===== config.mk =====
export PLATFORM = sky130hd
export DESIGN_NAME = ctrl_flow_unit
export DESIGN_NICKNAME = d
export VERILOG_FILES = /design/src/rtl/cfu_pkg.sv /design/src/rtl/cfu_decode.sv /design/src/rtl/cfu_flags.sv /design/src/rtl/cfu_next_pc.sv /design/src/rtl/ctrl_flow_unit.sv
export SDC_FILE = /design/constraint.sdc
export NUM_CORES = 1
export LEC_CHECK = 0
export BUFFER_PORTS_ARGS = -buffer_cell sky130_fd_sc_hd__buf_2
export CAP_MARGIN = 15
export CORE_UTILIZATION = 50
export DETAILED_ROUTE_END_ITERATION = 7
export GPL_TIMING_DRIVEN = 0
export PLACE_DENSITY = 0.83
export SLEW_MARGIN = 30
export SYNTH_ARGS = -nofsm -noshare
export SYNTH_HDL_FRONTEND = slang
export SYNTH_SLANG_ARGS = --single-unit

===== constraint.sdc =====
create_clock -name clk -period 4.6 [get_ports clk]
set_input_delay 0.92 -clock clk [delete_from_list [all_inputs] [get_ports clk]]
set_output_delay 0.92 -clock clk [all_outputs]
set_load 0.01 [all_outputs]

===== src/rtl/cfu_pkg.sv =====
package cfu_pkg;

    localparam int OPC_W = 6;

    localparam logic [OPC_W-1:0] OP_LAST_PLAIN = 6'h11;
    localparam logic [OPC_W-1:0] OP_CMP        = 6'h12;
    localparam logic [OPC_W-1:0] OP_BR_FIRST   = 6'h13;
    localparam logic [OPC_W-1:0] OP_BR_LAST    = 6'h18;
    localparam logic [OPC_W-1:0] OP_JREG       = 6'h19;
    localparam logic [OPC_W-1:0] OP_JLINK      = 6'h1A;
    localparam logic [OPC_W-1:0] OP_SYSCALL    = 6'h1B;

    localparam int NUM_COND = 6;

    typedef enum logic [2:0] {
        CLS_IDLE,
        CLS_PLAIN,
        CLS_CMP,
        CLS_BRANCH,
        CLS_JREG,
        CLS_JLINK,
        CLS_SYS,
        CLS_ILL
    } op_class_e;

    typedef enum logic [2:0] {
        BC_EQ,
        BC_NE,
        BC_LT,
        BC_GE,
        BC_LE,
        BC_GT,
        BC_RSV6,
        BC_RSV7
    } br_cond_e;

    typedef struct packed {
        op_class_e cls;
        br_cond_e  cond;
    } dec_t;

    typedef struct packed {
        logic z;
        logic n;
    } flags_t;

    function automatic logic cond_met(input br_cond_e c, input flags_t f);
        case (c)
            BC_EQ:   return f.z;
            BC_NE:   return !f.z;
            BC_LT:   return f.n;
            BC_GE:   return !f.n;
            BC_LE:   return f.z || f.n;
            BC_GT:   return !f.z && !f.n;
            default: return 1'b0;
        endcase
    endfunction

endpackage


===== src/rtl/cfu_decode.sv =====
module cfu_decode
    import cfu_pkg::*;
(
    input  logic             op_valid,
    input  logic [OPC_W-1:0] opcode,
    output dec_t             dec
);

    always_comb begin
        dec.cls  = CLS_IDLE;
        dec.cond = BC_EQ;
        if (!op_valid) begin
            dec.cls = CLS_IDLE;
        end else if (opcode <= OP_LAST_PLAIN) begin
            dec.cls = CLS_PLAIN;
        end else if (opcode == OP_CMP) begin
            dec.cls = CLS_CMP;
        end else if (opcode >= OP_BR_FIRST && opcode <= OP_BR_LAST) begin
            dec.cls  = CLS_BRANCH;
            dec.cond = br_cond_e'(opcode[2:0] - OP_BR_FIRST[2:0]);
        end else if (opcode == OP_JREG) begin
            dec.cls = CLS_JREG;
        end else if (opcode == OP_JLINK) begin
            dec.cls = CLS_JLINK;
        end else if (opcode == OP_SYSCALL) begin
            dec.cls = CLS_SYS;
        end else begin
            dec.cls = CLS_ILL;
        end
    end

endmodule


===== src/rtl/cfu_flags.sv =====
module cfu_flags
    import cfu_pkg::*;
#(
    parameter int XLEN = 32
) (
    input  logic            clk,
    input  logic            rst_n,
    input  logic            cmp_en,
    input  logic [XLEN-1:0] reg_val,
    input  logic [XLEN-1:0] imm_ext,
    output flags_t          flags
);

    flags_t fl_d, fl_q;

    always_comb begin
        fl_d = fl_q;
        if (cmp_en) begin
            fl_d.z = (reg_val == imm_ext);
            fl_d.n = (reg_val < imm_ext);
        end
    end

    always_ff @(posedge clk or negedge rst_n) begin
        if (!rst_n) begin
            fl_q <= '0;
        end else begin
            fl_q <= fl_d;
        end
    end

    assign flags = fl_q;


    flags_hold_chk: assert property (@(posedge clk) disable iff (!rst_n)
        !cmp_en |=> $stable(fl_q));


    flags_excl_chk: assert property (@(posedge clk) disable iff (!rst_n)
        !(fl_q.z && fl_q.n));

endmodule


===== src/rtl/cfu_next_pc.sv =====
module cfu_next_pc
    import cfu_pkg::*;
#(
    parameter int XLEN = 32
) (
    input  dec_t            dec,
    input  flags_t          flags,
    input  logic [XLEN-1:0] reg_val,
    input  logic [XLEN-1:0] imm_ext,
    input  logic [XLEN-1:0] pc_cur,
    output logic [XLEN-1:0] pc_next,
    output logic            link_we,
    output logic [XLEN-1:0] link_data,
    output logic            trap_sys,
    output logic            trap_ill
);

    localparam logic [XLEN-1:0] STEP = XLEN'(4);

    logic [7:0]      cond_vec;
    logic [XLEN-1:0] seq_pc;
    logic [XLEN-1:0] br_pc;

    for (genvar g = 0; g < NUM_COND; g++) begin : g_cond
        assign cond_vec[g] = cond_met(br_cond_e'(3'(g)), flags);
    end
    assign cond_vec[7:NUM_COND] = '0;

    assign seq_pc = pc_cur + STEP;
    assign br_pc  = pc_cur + (imm_ext << 2);

    always_comb begin
        pc_next   = seq_pc;
        link_we   = 1'b0;
        link_data = seq_pc;
        trap_sys  = 1'b0;
        trap_ill  = 1'b0;
        case (dec.cls)
            CLS_IDLE:   pc_next = pc_cur;
            CLS_BRANCH: if (cond_vec[dec.cond]) pc_next = br_pc;
            CLS_JREG:   pc_next = reg_val;
            CLS_JLINK: begin
                pc_next = reg_val;
                link_we = 1'b1;
            end
            CLS_SYS:    trap_sys = 1'b1;
            CLS_ILL:    trap_ill = 1'b1;
            default:    pc_next = seq_pc;
        endcase
    end

endmodule


===== src/rtl/ctrl_flow_unit.sv =====
module ctrl_flow_unit
    import cfu_pkg::*;
#(
    parameter int XLEN      = 32,
    parameter int IMM_W     = 16,
    parameter int REG_IDX_W = 5,
    parameter int LINK_REG  = 31
) (
    input  logic                 clk,
    input  logic                 rst_n,
    input  logic                 op_valid,
    input  logic [OPC_W-1:0]     opcode,
    input  logic [XLEN-1:0]      reg_val,
    input  logic [IMM_W-1:0]     imm,
    input  logic [XLEN-1:0]      pc_cur,
    output logic [XLEN-1:0]      pc_next,
    output logic                 link_we,
    output logic [REG_IDX_W-1:0] link_idx,
    output logic [XLEN-1:0]      link_data,
    output logic                 trap_sys,
    output logic                 trap_ill,
    output logic                 flag_z,
    output logic                 flag_n
);

    localparam int EXT_W = XLEN - IMM_W;

    dec_t            dec;
    flags_t          flags;
    logic [XLEN-1:0] imm_ext;

    assign imm_ext  = {{EXT_W{imm[IMM_W-1]}}, imm};
    assign link_idx = REG_IDX_W'(LINK_REG);

    cfu_decode i_decode (
        .op_valid (op_valid),
        .opcode   (opcode),
        .dec      (dec)
    );

    cfu_flags #(.XLEN(XLEN)) i_flags (
        .clk     (clk),
        .rst_n   (rst_n),
        .cmp_en  (dec.cls == CLS_CMP),
        .reg_val (reg_val),
        .imm_ext (imm_ext),
        .flags   (flags)
    );

    cfu_next_pc #(.XLEN(XLEN)) i_next_pc (
        .dec       (dec),
        .flags     (flags),
        .reg_val   (reg_val),
        .imm_ext   (imm_ext),
        .pc_cur    (pc_cur),
        .pc_next   (pc_next),
        .link_we   (link_we),
        .link_data (link_data),
        .trap_sys  (trap_sys),
        .trap_ill  (trap_ill)
    );

    assign flag_z = flags.z;
    assign flag_n = flags.n;


    side_excl_chk: assert property (@(posedge clk) disable iff (!rst_n)
        $onehot0({trap_sys, trap_ill, link_we}));


    idle_hold_chk: assert property (@(posedge clk) disable iff (!rst_n)
        !op_valid |-> (pc_next == pc_cur && !link_we && !trap_sys && !trap_ill));


    jlink_target_chk: assert property (@(posedge clk) disable iff (!rst_n)
        link_we |-> (pc_next == reg_val && op_valid));


    ill_seq_chk: assert property (@(posedge clk) disable iff (!rst_n)
        trap_ill |-> (pc_next == pc_cur + XLEN'(4)));

endmodule


Yosys cells after proc, flatten, opt, wreduce, memory -nomap -nowiden
Index checks and enable logic that the tools add are counted.
{ "word_totals": {"word_cells": 46, "input_bits": 89, "register_bits": 2} }
{ "op_classes": {"n_addsub": 3, "n_eq_ne": 11, "muxes": 18, "magnitude_cmp": 5, "reduce_logical": 7} }
{ "op_table": {"columns": ["cell", "n"], "rows": [
  ["one-hot mux 32 bit (3 select lines)", 1],
  ["adder 32 x 3 -> 32 bit (second input constant)", 1],
  ["adder 32 bit", 1],
  ["equality test 32 bit", 1],
  ["less-than comparator 32 bit", 1],
  ["two-way mux 32 bit", 1],
  ["two-way mux 3 bit", 9],
  ["equality test 6 x 5 -> 1 bit (second input constant)", 4],
  ["equality test 3 bit (second input constant)", 4],
  ["<= comparator 6 x 5 -> 1 bit (second input constant)", 2],
  ["equality test 3 x 2 -> 1 bit (second input constant)", 2],
  ["greater-or-equal comparator 6 x 5 -> 1 bit (second input constant)", 1],
  ["two-way mux 1 bit", 5],
  ["less-than comparator 3 x 4 -> 1 bit (second input constant)", 1],
  ["binary-select mux 1 bit (select 3 bit)", 1],
  ["logical NOT 3 bit", 1],
  ["subtractor 3 x 2 -> 3 bit (second input constant)", 1],
  ["logical AND 1 bit", 2],
  ["logical NOT 1 bit", 2],
  ["two-way mux 2 bit", 1],
  ["OR reduction 2 bit", 1],
  ["logical OR 1 bit", 1]
]} }

Longest topological paths before layout
{ "logic_depth": {"word_depth": 11, "ltp_mapped": 12} }

Modules after synthesis
A second synthesis with hierarchy kept.
{ "unflattened": {"hier_cells": 656, "area_unflattened_um2": 4337.9} }
{ "modules_own_cells": {"columns": ["module", "cells_each", "seq_area_each_um2", "area_each_um2", "instances"], "rows": [
  ["cfu_next_pc", 488, 0.0, 3106.7, 1],
  ["cfu_flags", 125, 50.0, 878.3, 1],
  ["cfu_decode", 36, 0.0, 299.0, 1],
  ["ctrl_flow_unit", 7, 0.0, 53.8, 1]
]} }

Worst setup path before layout
No wires, ideal clock.
{ "synth_path": {"path_type": "input port to output port", "from": "input imm[0]", "to": "output pc_next[28]", "slack_ps": 602, "t_arrival_ps": 3078, "path_buffers": 0, "cell_stages": 11, "cell_sequence": "ha_1 -> inv_1 -> fa_1 -> nand2b_1 -> a211oi_1 -> o31a_1 -> nand4_1 -> a21oi_1 -> o221ai_1 -> a211o_1 -> nand3b_1"} }
{ "synth_via": {"elab_chain_len": 3} }
{ "synth_lines": {"columns": ["item", "line_no", "text"], "rows": [
  ["from (decl)", "ctrl_flow_unit.sv:14", "input logic [IMM_W-1:0] imm,"],
  ["adder 32 bit", "cfu_next_pc.sv:30", "assign br_pc = pc_cur + (imm_ext << 2);"],
  ["two-way mux 32 bit", "cfu_next_pc.sv:40", "CLS_BRANCH: if (cond_vec[dec.cond]) pc_next = br_pc;"],
  ["one-hot mux 32 bit (3 select lines)", "cfu_next_pc.sv:38", "case (dec.cls)"],
  ["to (decl)", "ctrl_flow_unit.sv:16", "output logic [XLEN-1:0] pc_next,"]
]} }
No other way between the ends.

Worst setup path after layout
{ "layout_path": {"from": "input pc_cur[2]", "to": "output pc_next[22]"} }
{ "layout_via": {"elab_chain_len": 3, "word_cells_on_any_way": 4, "classes_between": "add/sub: 2; mux: 2"} }
{ "layout_lines": {"columns": ["item", "line_no", "text"], "rows": [
  ["from (decl)", "ctrl_flow_unit.sv:15", "input logic [XLEN-1:0] pc_cur,"],
  ["adder 32 x 3 -> 32 bit or adder 32 bit (tied branches)", "cfu_next_pc.sv:29, cfu_next_pc.sv:30", null],
  ["two-way mux 32 bit", "cfu_next_pc.sv:40", null],
  ["one-hot mux 32 bit (3 select lines) *", "cfu_next_pc.sv:38", null]
]} }
Mark *: on every way between the ends. The rest lies on a longest branch, timed or not.

==> run_results.csv <==
group,metric,value,unit
job,maxCapViolCount,0,
worst_setup_path,regToRegEndpoint,"i_flags.flags[1]$_DFFE_PN0N_",
place,dp_cells,823,
power,ir_worst_vdd,0.0000706,V
finish,fin_cells,826,
synthesis,synth_top_cells_by_area,"ha_1 (21%), xnor2_1 (7.5%), a21oi_1 (5.6%), a222oi_1 (5.1%), xor2_1 (4.4%)",
finish,final_util,0.656,
finish,largest_reg_flops,2,
clock_network,postCtsHoldBufs,0,
floorplan,fp.coreArea,7690,sq um
synthesis,synth_edf_count,0,
worst_setup_path,slowest_delay,0.42,ns
worst_setup_path,crit_path_end_kind,"primary output",
clock_network,clk_latency,0.22,ns
synthesis,async_flop_share,1.00,
grt,track_usage,0.354,
power,p_per_area,144,nW/um^2
clock_network,cts_tree,"yes",
timing,finalWorstSetupSlack,0.0831,ns
clock_network,cts_inserted_buffers,3,
detailed_routing,vias_per_cell,6.40,
outcome,status,"completed",
place,dp_hpwl,12200,microns
detailed_routing,vias,5283,
synthesis,synth_cell_types,60,
grt,antenna_found_initial,0,
worst_setup_path,criticalPathCategory,"input pin to primary output",
hold_path,hp-class,"input pin to asynchronous set/reset pin",
worst_setup_path,critPathSlowestCell,"fa_1",
synthesis,dominantRegCellSynth,"dfrtp_1",
floorplan,die_x,91.0,microns
clock_network,clockRootBuffer,"clkbuf_8",
finish,antenna_cells,0,
place,port_buffers,157,
grt,overflow,0,
synthesis,avgSynthCellArea,7.07,sq um
detailed_routing,antenna_left,0,
floorplan,pin_count,163,
synthesis,yosysWarnings,0,
floorplan,initial_core_util,0.515,
grt,grt_pass1_vias,4896,
floorplan,row_count,32,
timing,finalClockSkew,0,ns
worst_setup_path,reg2reg_depth,2,
timing,setup_tns,0,ns
floorplan,dieHeight,91.0,microns
finish,nNetsFinal,883,
clock_network,htree_levels,1,
timing,fin_crit,4.52,ns
clock_network,clock_sinks,2,
worst_setup_path,arrival,3.60,ns
synthesis,seq_area_frac_synth,0.0126,
finish,n_fill_cell,737,
worst_setup_path,cp_max_fo,8,
synthesis,yosysMostFrequentCell,"ha_1",
worst_setup_path,r2r-start,"i_flags.flags[1]$_DFFE_PN0N_",
synthesis,syn_inst,560,
worst_setup_path,path_cells,"clkbuf_4, ha_4, inv_1, fa_1, nand2b_4, a211oi_4, o31a_1, nand4_1, a21oi_2, nor2_1, xnor2_1, a221o_1, buf_2",
power,report.power.total,0.725,mW
worst_setup_path,start_kind,"input pin",
timing,drv_slew,0,
synthesis,synth_area,3960,sq um
synthesis,netlist_top_cells_count,"ha_1 (67), a21oi_1 (44), nand2_1 (37)",
worst_setup_path,crit_buf_inv,3,
clock_network,clock_path_buffers,2,
timing,setup_viol,0,
detailed_routing,wl_per_cell,18.6,microns
worst_setup_path,ff2ff_setup_slack,3.82,ns
detailed_routing,first_pass_iters,7,
grt,grt_pass1_wl,23900,microns
finish,synthToLayoutAreaGrowth,27.3,%
synthesis,yosysTopAreaCell,"ha_1",
power,leakagePower,2.55,nW
timing,clock.fmax,221,MHz
detailed_routing,drc_errors,0,
worst_setup_path,crit_family,"compound AO/OA/AOI/OAI gates",
detailed_routing,drt-initial-drc-count,602,
synthesis,synth_top_area_frac,0.212,
place,place_ws,-0.214,ns
finish,drive_above_1_share,0.278,
timing,finalCritPeriodShare,0.982,
clock_network,clk_pin_slew,0.03,ns
timing,worstMarginPinSlew,0.699,ns
timing,relSlewSlack,0.534,
detailed_routing,routed_wl,15300,microns
timing,hold_viol_final,0,
place,gp_congestion,1.01,
synthesis,synth-seq-cells,2,
worst_setup_path,required,3.68,ns
floorplan,fp.dieArea,8280,sq um
grt,grt_max_degree,18,
==> layout make-up <==
cell class                 count  area [sq um]  share of cell area
multi-input combinational    502          3760               0.747
timing repair buffer         158           796               0.158
buffer                        25           135              0.0268
inverter                      34           128              0.0253
tap                          102           128              0.0253
sequential                     2          50.0             0.00993
clock buffer                   3          41.3             0.00819
==> repair_timing <==
item,4_1_cts,5_1_grt
cloned,0,0
endpoints found under the hold margin,0,0
pin swaps,1,4
setup endpoints to repair,6,28
resized for setup,4,22
buffers inserted,1,0
==> worst max-delay path by stage <==
stage / to / slack [ns] / start / cells after the start
after floorplan: pc_next[28] / 0.60 / imm[0] / 11
after global placement: pc_next[28] / -0.12 / pc_cur[2] / 13
after detailed placement: pc_next[28] / -0.21 / pc_cur[2] / 13
after CTS: pc_next[28] / 0.02 / pc_cur[2] / 13
after global routing: pc_next[15] / -0.04 / opcode[0] / 13
final: pc_next[22] / 0.08 / pc_cur[2] / 13
==> placed cells by master (no fill, tap or decap), types with 6 or more instances in the layout <==
master | Yosys | final
and3_1 | 14 | 14
xnor2_1 | 34 | 34
nor3_1 | 11 | 9
a21oi_1 | 44 | 42
nand4_1 | 12 | 12
a222oi_1 | 20 | 20
nand2b_1 | 9 | 8
nand2_1 | 37 | 37
nand3_1 | 26 | 26
ha_1 | 67 | 65
nor2_1 | 29 | 29
inv_1 | 33 | 33
a22oi_1 | 6 | 6
clkbuf_1 | 13 | 8
a21o_1 | 22 | 22
buf_2 | 6 | 161
o21ai_1 | 22 | 22
o21a_1 | 7 | 7
xor2_1 | 20 | 20
mux2i_1 | 7 | 7
buf_4 | 7 | 8
o21ai_0 | 25 | 25
nor2b_1 | 8 | 8
==> layer usage <==
metal | global-route usage | vias up | part of all wire
met2 | 0.612 | 323 | 0.48
li1 | - | 2451 | -
met4 | 0.142 | 0 | 0.031
met3 | 0.0461 | 47 | 0.092
met1 | 0.442 | 2462 | 0.40
met5 | 0 | - | 0
==> cell families (layout without fill, tap and decap cells) <==
family	after synthesis	after routing	synth area share
buf+inv	60	220	0.0654
simple gates	167	167	0.216
fa+ha+maj	68	68	0.217
other cells	1	5	0.000947
xor+xnor	54	54	0.119
flops	2	2	0.0126
compound gates	199	199	0.345
mux	9	9	0.0234
==> report_power, final <==
group | internal (mW) | total, mW | switching (mW)
logic | 0.263 | 0.629 | 0.366
registers | 0.0200 | 0.0246 | 0.00465
clock network | 0.0555 | 0.0716 | 0.0161
==> through the flow <==
stage | area (sq um) | hold WS, ns
2_1_floorplan | 3970 | 0.580
3_5_place_dp | 4890 | 0.628
6_report | 5040 | 0.483
4_1_cts | 4950 | 0.483
3_3_place_gp | 4890 | 0.613
5_1_grt | 5040 | 0.477
No activity file was read; power rests on OpenSTA's default activity.
